File: src/rtl/pcc_pkg.sv
package pcc_pkg;
   localparam int ADDR_W    = 2;
   localparam int CTRL_BITS = 8;

   typedef enum logic [ADDR_W-1:0] {
      SEL_DATA_A = 2'd0,
      SEL_DATA_B = 2'd1,
      SEL_CTRL   = 2'd2,
      SEL_NONE   = 2'd3
   } reg_sel_e;

   localparam int CB_ONESHOT   = 0;
   localparam int CB_INVERT    = 1;
   localparam int CB_OPENDRAIN = 2;
   localparam int CB_FORCE_SET = 3;
   localparam int CB_FORCE_CLR = 4;
   localparam int CB_FLAG      = 5;
   localparam int CB_LEVEL     = 6;
   localparam int CB_ARMED     = 7;

   typedef struct packed {
      logic one_shot;
      logic invert;
      logic open_drain;
   } cfg_t;
endpackage

File: src/rtl/pcc_match.sv
module pcc_match #(
   parameter int CNT_W = 16,
   parameter int NUM   = 2
) (
   input  logic [CNT_W-1:0]          cnt_bus,
   input  logic                      cnt_upd,
   input  logic                      cmp_en,
   input  logic [NUM-1:0][CNT_W-1:0] cmp_val,
   output logic [NUM-1:0]            hit
);
   if (NUM < 1) begin : g_bad_num
      $error("pcc_match: NUM must be at least 1");
   end

   for (genvar i = 0; i < NUM; i++) begin : g_cmp
      assign hit[i] = cnt_upd && cmp_en && (cnt_bus == cmp_val[i]);
   end
endmodule

File: src/rtl/pcc_regs.sv
module pcc_regs
   import pcc_pkg::*;
#(
   parameter int CNT_W = 16
) (
   input  logic                clk,
   input  logic                rst_n,
   input  logic                wr_en,
   input  logic [ADDR_W-1:0]   wr_addr,
   input  logic [CNT_W-1:0]    wr_data,
   input  logic [ADDR_W-1:0]   rd_addr,
   input  logic                hit_a,
   input  logic                hit_b,
   input  logic                ff_level,
   output logic [CNT_W-1:0]    data_a,
   output logic [CNT_W-1:0]    data_b,
   output cfg_t                cfg,
   output logic                frc_set,
   output logic                frc_clr,
   output logic                cmp_en,
   output logic                flag,
   output logic [CNT_W-1:0]    rd_data
);
   localparam int PAD_W = CNT_W - CTRL_BITS;

   if (PAD_W < 0) begin : g_bad_w
      $error("pcc_regs: CNT_W must hold the control byte");
   end

   reg_sel_e wsel, rsel;
   logic     wr_a, wr_b, wr_c, any_frc, flag_set, flag_clr, armed;

   assign wsel    = reg_sel_e'(wr_addr);
   assign rsel    = reg_sel_e'(rd_addr);
   assign wr_a    = wr_en && (wsel == SEL_DATA_A);
   assign wr_b    = wr_en && (wsel == SEL_DATA_B);
   assign wr_c    = wr_en && (wsel == SEL_CTRL);
   assign frc_set = wr_c && wr_data[CB_FORCE_SET];
   assign frc_clr = wr_c && wr_data[CB_FORCE_CLR];
   assign any_frc = frc_set || frc_clr;

   assign flag_set = hit_b || (hit_a && !cfg.one_shot);
   assign flag_clr = wr_c && !any_frc && !wr_data[CB_FLAG];
   assign cmp_en   = !cfg.one_shot || armed;

   always_ff @(posedge clk or negedge rst_n) begin
      if (!rst_n) begin
         data_a <= '0;
         data_b <= '0;
         cfg    <= '0;
         flag   <= 1'b0;
         armed  <= 1'b0;
      end else begin
         if (wr_a) data_a <= wr_data;
         if (wr_b) data_b <= wr_data;
         if (wr_c) begin
            cfg.one_shot   <= wr_data[CB_ONESHOT];
            cfg.invert     <= wr_data[CB_INVERT];
            cfg.open_drain <= wr_data[CB_OPENDRAIN];
         end
         if (flag_set)      flag <= 1'b1;
         else if (flag_clr) flag <= 1'b0;
         if (wr_a || wr_b)                  armed <= 1'b1;
         else if (hit_b && cfg.one_shot)    armed <= 1'b0;
      end
   end

   always_comb begin
      rd_data = '0;
      unique case (rsel)
         SEL_DATA_A: rd_data = data_a;
         SEL_DATA_B: rd_data = data_b;
         SEL_CTRL: begin
            rd_data[CB_ONESHOT]   = cfg.one_shot;
            rd_data[CB_INVERT]    = cfg.invert;
            rd_data[CB_OPENDRAIN] = cfg.open_drain;
            rd_data[CB_FLAG]      = flag;
            rd_data[CB_LEVEL]     = ff_level;
            rd_data[CB_ARMED]     = armed;
         end
         default: rd_data = '0;
      endcase
   end


   disarm_cause_chk: assert property (@(posedge clk) disable iff (!rst_n)
      $fell(armed) |-> $past(hit_b && cfg.one_shot));


   flag_set_wins_chk: assert property (@(posedge clk) disable iff (!rst_n)
      flag_set |=> flag);


   oneshot_lead_noflag_chk: assert property (@(posedge clk) disable iff (!rst_n)
      (cfg.one_shot && hit_a && !hit_b && !flag && !wr_c) |=> !flag);
endmodule

File: src/rtl/pcc_outstage.sv
module pcc_outstage
   import pcc_pkg::*;
#(
   parameter bit OD_SUPPORT = 1'b1
) (
   input  logic clk,
   input  logic rst_n,
   input  logic set_ev,
   input  logic clr_ev,
   input  logic frc_set,
   input  logic frc_clr,
   input  cfg_t cfg,
   output logic ff_q,
   output logic pin_out,
   output logic pin_oe
);
   logic level;

   always_ff @(posedge clk or negedge rst_n) begin
      if (!rst_n)                   ff_q <= 1'b0;
      else if (clr_ev || frc_clr)   ff_q <= 1'b0;
      else if (set_ev || frc_set)   ff_q <= 1'b1;
   end

   assign level = ff_q ^ cfg.invert;

   if (OD_SUPPORT) begin : g_od
      assign pin_out = cfg.open_drain ? 1'b0   : level;
      assign pin_oe  = cfg.open_drain ? !level : 1'b1;


      od_low_only_chk: assert property (@(posedge clk) disable iff (!rst_n)
         cfg.open_drain |-> (!pin_out && (pin_oe == !level)));
   end else begin : g_pp
      logic unused_od;
      assign unused_od = cfg.open_drain;
      assign pin_out   = level;
      assign pin_oe    = 1'b1;
   end


   equal_hit_low_chk: assert property (@(posedge clk) disable iff (!rst_n)
      (set_ev && clr_ev) |=> !ff_q);


   lead_sets_chk: assert property (@(posedge clk) disable iff (!rst_n)
      (set_ev && !clr_ev && !frc_clr) |=> ff_q);
endmodule

File: src/rtl/pulse_cmp_chan.sv
module pulse_cmp_chan
   import pcc_pkg::*;
#(
   parameter int CNT_W      = 16,
   parameter bit OD_SUPPORT = 1'b1
) (
   input  logic             clk,
   input  logic             rst_n,
   input  logic [CNT_W-1:0] cnt_bus,
   input  logic             cnt_upd,
   input  logic             wr_en,
   input  logic [1:0]       wr_addr,
   input  logic [CNT_W-1:0] wr_data,
   input  logic [1:0]       rd_addr,
   output logic [CNT_W-1:0] rd_data,
   output logic             pin_out,
   output logic             pin_oe
);
   localparam int NUM_CMP = 2;

   if (CNT_W < CTRL_BITS || CNT_W > 32) begin : g_bad_cnt_w
      $error("pulse_cmp_chan: CNT_W out of range");
   end

   logic [CNT_W-1:0]              data_a, data_b;
   logic [NUM_CMP-1:0][CNT_W-1:0] cmp_val;
   logic [NUM_CMP-1:0]            hit;
   cfg_t                          cfg;
   logic                          frc_set, frc_clr, cmp_en, flag, ff_q;

   assign cmp_val = {data_b, data_a};

   pcc_regs #(.CNT_W(CNT_W)) u_regs (
      .clk(clk), .rst_n(rst_n),
      .wr_en(wr_en), .wr_addr(wr_addr), .wr_data(wr_data),
      .rd_addr(rd_addr),
      .hit_a(hit[0]), .hit_b(hit[1]), .ff_level(ff_q),
      .data_a(data_a), .data_b(data_b), .cfg(cfg),
      .frc_set(frc_set), .frc_clr(frc_clr), .cmp_en(cmp_en),
      .flag(flag), .rd_data(rd_data)
   );

   pcc_match #(.CNT_W(CNT_W), .NUM(NUM_CMP)) u_match (
      .cnt_bus(cnt_bus), .cnt_upd(cnt_upd), .cmp_en(cmp_en),
      .cmp_val(cmp_val), .hit(hit)
   );

   pcc_outstage #(.OD_SUPPORT(OD_SUPPORT)) u_out (
      .clk(clk), .rst_n(rst_n),
      .set_ev(hit[0]), .clr_ev(hit[1]),
      .frc_set(frc_set), .frc_clr(frc_clr),
      .cfg(cfg), .ff_q(ff_q), .pin_out(pin_out), .pin_oe(pin_oe)
   );


   no_strobe_no_hit_chk: assert property (@(posedge clk) disable iff (!rst_n)
      !cnt_upd |-> (hit == '0));


   force_keeps_flag_chk: assert property (@(posedge clk) disable iff (!rst_n)
      ((frc_set || frc_clr) && (hit == '0)) |=> $stable(flag));
endmodule

File: config.mk
export PLATFORM = sky130hd
export DESIGN_NAME = pulse_cmp_chan
export DESIGN_NICKNAME = d
export VERILOG_FILES = /design/src/rtl/pcc_pkg.sv /design/src/rtl/pcc_match.sv /design/src/rtl/pcc_regs.sv /design/src/rtl/pcc_outstage.sv /design/src/rtl/pulse_cmp_chan.sv
export SDC_FILE = /design/constraint.sdc
export NUM_CORES = 1
export LEC_CHECK = 0
export BUFFER_PORTS_ARGS = -buffer_cell sky130_fd_sc_hd__buf_2
export CORE_MARGIN = 2
export CORE_UTILIZATION = 50
export DETAILED_ROUTE_END_ITERATION = 10
export GPL_TIMING_DRIVEN = 1
export PLACE_DENSITY = 0.79
export SLEW_MARGIN = 20
export SYNTH_ARGS = -nofsm -noshare
export SYNTH_HDL_FRONTEND = slang
export SYNTH_HIERARCHICAL = 1
export SYNTH_SLANG_ARGS = --single-unit
File: constraint.sdc
create_clock -name clk -period 2.6 [get_ports clk]
set_input_delay 0.78 -clock clk [delete_from_list [all_inputs] [get_ports clk]]
set_output_delay 0.78 -clock clk [all_outputs]
set_load 0.1 [all_outputs]
Word-level counts from Yosys, hierarchy flattened --
Cells that the tools add are included.
Storage, ports and cells: register bits after elaboration 38, output and inout bits 18, logic and storage cells 54, bits of input ports 40
Cells by class: bitwise logic cells 1, reductions and logical operators 27, multiplexer cells 12, equal/unequal tests 6
Operators with widths (number):
- equality test 16 bit | 2
- case mux 3 bit (3 select lines) | 2
- case mux 8 bit (2 select lines) | 1
- logical AND 1 bit | 12
- two-way mux 1 bit | 8
- logical OR 1 bit | 6
- nonzero test 2 bit | 3
- equality test 2 x 1 -> 1 bit (second input constant) | 2
- equality test 2 bit (second input constant) | 2
- logical NOT 1 bit | 4
- logical NOT 2 bit | 2
- case mux 2 bit (2 select lines) | 1
- bitwise XOR 1 bit | 1

Logic depth before layout (Yosys ltp) --
depth in word-level cells 9, mapped depth 6, depth with buffers taken out 6

Modules after synthesis --
Netlist, hierarchy kept.
By module, submodules not included:
- pcc_regs | area an instance 1771.7 um2, cells each 132, times used 1, sequential area each 925.9 um2
- pcc_match | area an instance 365.4 um2, cells each 44, times used 1, sequential area each 0.0 um2
- pcc_outstage | area an instance 53.8 um2, cells each 6, times used 1, sequential area each 25.0 um2

Worst setup path after synthesis --
OpenSTA, ideal clock, no wires.
path type input to output, start point input port rd_addr[0], end point output port rd_data[0], data required time 1.820 ns, path buffers 1, data arrival time 3.179 ns, setup slack -1.359 ns, stages 3, cell sequence buf_2 -> mux2i_1 -> o21ai_0
Between the ends: cells in the longest elaborated chain, start to end 2, elaborated cells between the ends (all ways) 4, classes of those cells eq/ne (2); mux (1); reduce/logical (1)
Ends and longest elaborated chain:
- start: declaration | line pulse_cmp_chan.sv:14 | input logic [1:0] rd_addr,
- equality test 2 bit, or another cell as far along | line pcc_regs.sv:70 | unique case (rsel)
- case mux 3 bit (3 select lines) (*) | line pcc_regs.sv:70
- end: declaration | line pulse_cmp_chan.sv:15 | output logic [CNT_W-1:0] rd_data,
Every way passes the cells marked *; elsewhere a longest branch is shown, timed or not.

Worst setup path after layout --
start point input port rd_addr[0], end point output port rd_data[1]
The elaborated chain is that of the path after synthesis.

==> results list <==
* Run status: complete, no violations
- Entering global routing, the biggest net connects 39 pins.
- Derived from the worst setup path, the maximum achievable clock frequency is a little over 400 MHz.
- After clock tree synthesis, the repair step resized 0 gates.
- Hold buffers post-CTS: 0
* Top cell types by occurrence after synthesis: dfrtp_1, mux2_2, xnor2_1
- The cell family contributing the most delay on the critical path is buffers and inverters.
* Clock network latency to the later pin of the worst-skew pair: 0.28 ns
* Maximum capacitance violations: 0
- Slowest library cell on the worst path: mux2i_1
* Detailed placement HPWL: 3770 um
- Timing analysis after detailed placement gives a worst setup slack of 0.137 ns.
- The worst setup path is launched from an input port.
* DIE AREA: a little under 0.005 mm2
* Sequential share of the synthesized area: 0.434
* Seq cells post-synth: 38
- The most common cell in the synthesized netlist is dfrtp_1.
- The clock drives 38 sinks.
- Slew margin rel.: 0.446
* Initial core utilization: 0.510
- Of the post-synthesis cell area, the dominant cell type holds 0.434.
- Dividing the final minimum period by the clock period gives 0.949.
- Clock-pin slew was measured on the worst setup and hold paths at ~0.070 ns.
- Cell type with the highest aggregate area in the netlist: dfrtp_1
- Root buf cell: clkbuf_8
* Yosys synthesis warning count: 6
- Ranked by total cell area, the synthesized netlist is headed by dfrtp_1, mux2_2, xnor2_1.
* Largest incremental delay on the critical path: ~0.35 ns
- Along the worst path, the maximum fanout reaches 16.
- Critical Path Sink Type: primary output
- Measured along the y axis, the die boundary spans 70.2 um.
- Relative area change from synthesis to final layout: 36.3%
- Buffers inserted during clock tree synthesis total 5.
- Cell Count Post-Placement: just under 300
- VDD sags by at most ~0.46 mV.
- IO Pins: 58
- Final routed wirelength across all metal layers: between 4000 and 5000 um
- STA puts the critical path data required time at about 1.8 ns.
* Std-Cell Core Area: 0.00429 mm2
- Final ANT Viol Nets: 0
* First-iteration detailed-routing DRC count: 60
* Most numerous cell on the critical path: buf_12
- After layout, the minimum clock period comes to roughly 2.5 ns.
- The critical path is of the in -> out type.
- Antenna violations before repair: 0
* Arrival time worst endpoint: about 1.7 ns
* Layout cells sized above 1: 0.510
- For this run, the leading register cell type out of synthesis is dfrtp_1.
- During placement, the flow inserted port buffers numbering 57.
* Number of distinct library cells after synthesis: 29
- Power density of the placed cells: between 700 and 800 mW/mm2
* Number of buffer and inverter stages on the critical path: 3
- Transition time of the tightest slew-check pin: between 0.8 and 0.9 ns
- The first global-routing pass estimated around 8400 um of wire.
- # H-tree levels: 2
- Synth async-reset ratio: 1.00
- Synthesized cell area: roughly 0.0022 mm2
- After layout, the worst setup slack is between 0.1 and 0.15 ns.
- In this run the worst hold path is classified as reg -> reg.
- Aggregate global routing overflow: 0
- Die width: 70.2 um
- Dividing the detail-routed wire length by the instance count gives 16.6 um.
- The final number of max-transition violations is 0.
- In this run the register-to-register setup slack is 0.85 ns.
* Standby leakage power: about 0.0013 uW
* Worst-case clock skew: about 0.0039 ns
- Dividing the detail-routed via count by the number of cells gives around 5.4.
- Number of enable flip-flop cells after synthesis: 0
* Endpoints failing setup: 0
- Buffer levels on the longest clock path: 2
- The final hold violation count was 0.
* Via count: between 1500 and 2000
- For this run, design rule violations remaining after detail routing come to 0.
- After synthesis, the mean cell area works out to ~12 um2.
- When the netlist entered floorplanning its net count stood at ~220.
- Routability-driven placement finished with a final weighted congestion of 0.771.
* Net count, final: approximately 280
* Site Rows: 24
* Post-CTS Setup Inserts: 0
* First drt pass iteration count: 4
- The repair_antennas step left the layout with diodes totalling 0.
- Setup repair after global routing left no endpoint under its margin.
- Total power: between 2000 and 2500 uW
- Cell chain of the critical path: buf_2 -> buf_12 -> mux2i_1 -> o21ai_4 -> buf_12
- CTS tree: yes
- Mapped Cells: roughly 180
- The count of cells in the finished layout, fillers not included, comes to between 200 and 300.
- Post-Route Hold Slack: 0.504 ns
- Across every metal layer, demand over resource in global routing totals 0.222.
* Via count of the first global-routing pass: roughly 1800
==> through the flow <==
| stage | cell area, um2 | setup TNS (ns) | util |
|---|---|---|---|
| finish | 2990 | 0 | 0.696 |
| global placement | 2900 | 0 | 0.674 |
| detailed placement | 2900 | 0 | 0.674 |
| floorplan | 2310 | -0.865 | - |
| global route | 2990 | 0 | 0.696 |
| CTS | 2990 | 0 | 0.696 |
==> state kept, by name, summed over array words and instances, names as in the netlist <==
name and cells:
u_regs/data_a 16, u_regs/data_b 16, u_regs/cfg 3, u_out/ff_q 1, u_regs/armed 1, u_regs/flag 1
==> placed cells by master (no fill, tap or decap), drive strengths merged, types with 2 or more instances in the layout <==
cell and count:
mux2i 16, nand2 9, nor3 2, o21ai 6
clkbuf 7, dfrtp 38, nor2 13, nand3 2
nor2b 3, nand2b 2, buf 61, nand4 6
xor2 8, nor4 4, inv 3, xnor2 25
mux2 35
==> logic make-up after synthesis <==
| family | Yosys count | share of synthesized area |
|---|---|---|
| compound gates | 9 | 0.0240 |
| xor+xnor | 33 | 0.132 |
| buf+inv | 9 | 0.0331 |
| flops | 38 | 0.434 |
| mux | 51 | 0.270 |
| simple gates | 42 | 0.107 |
==> final timing paths <==
path                                      to  cells past startpoint              start
max                               rd_data[1]                      5         rd_addr[0]
min                              u_regs/flag                      2        u_regs/flag
max reg2reg                     u_regs/armed                      6  u_regs/data_b[15]
min reg2reg                      u_regs/flag                      2        u_regs/flag
max in group asynchronous   u_regs/data_b[2]                      1              rst_n
min in group asynchronous  u_regs/data_a[13]                      1              rst_n
==> layout make-up <==
| cell class | count | area [um2] |
|---|---|---|
| fillers | 311 | 1310 |
| repair buffers | 61 | 581 |
| well taps | 52 | 65.1 |
| multi-input cells | 135 | 1290 |
| clock inverters | 1 | 5.00 |
| inverters | 3 | 11.3 |
| flip-flops and latches | 38 | 951 |
| clock buffers | 7 | 86.3 |
==> where the power goes <==
| group | leakage, uW | total (uW) | internal, uW | switching [uW] |
|---|---|---|---|---|
| registers | 0.000449 | 803 | 698 | 105 |
| logic | 0.000807 | 977 | 402 | 575 |
| clock network | 0.0000482 | 407 | 214 | 193 |
==> per-layer routing <==
layer	track usage	vias to the layer above	routed length (um)
met4	0.0748	0	110
met3	0.0548	13	244
met5	0	-	0
met2	0.375	50	2460
met1	0.278	788	2120
li1	-	757	-
==> worst min-delay path, stage by stage (launching register included) <==
cell	delay (ns)
dfrtp_1	0.35
o41ai_1	0.07
nand2_1	0.06
Power figures use the tool's default switching activity.
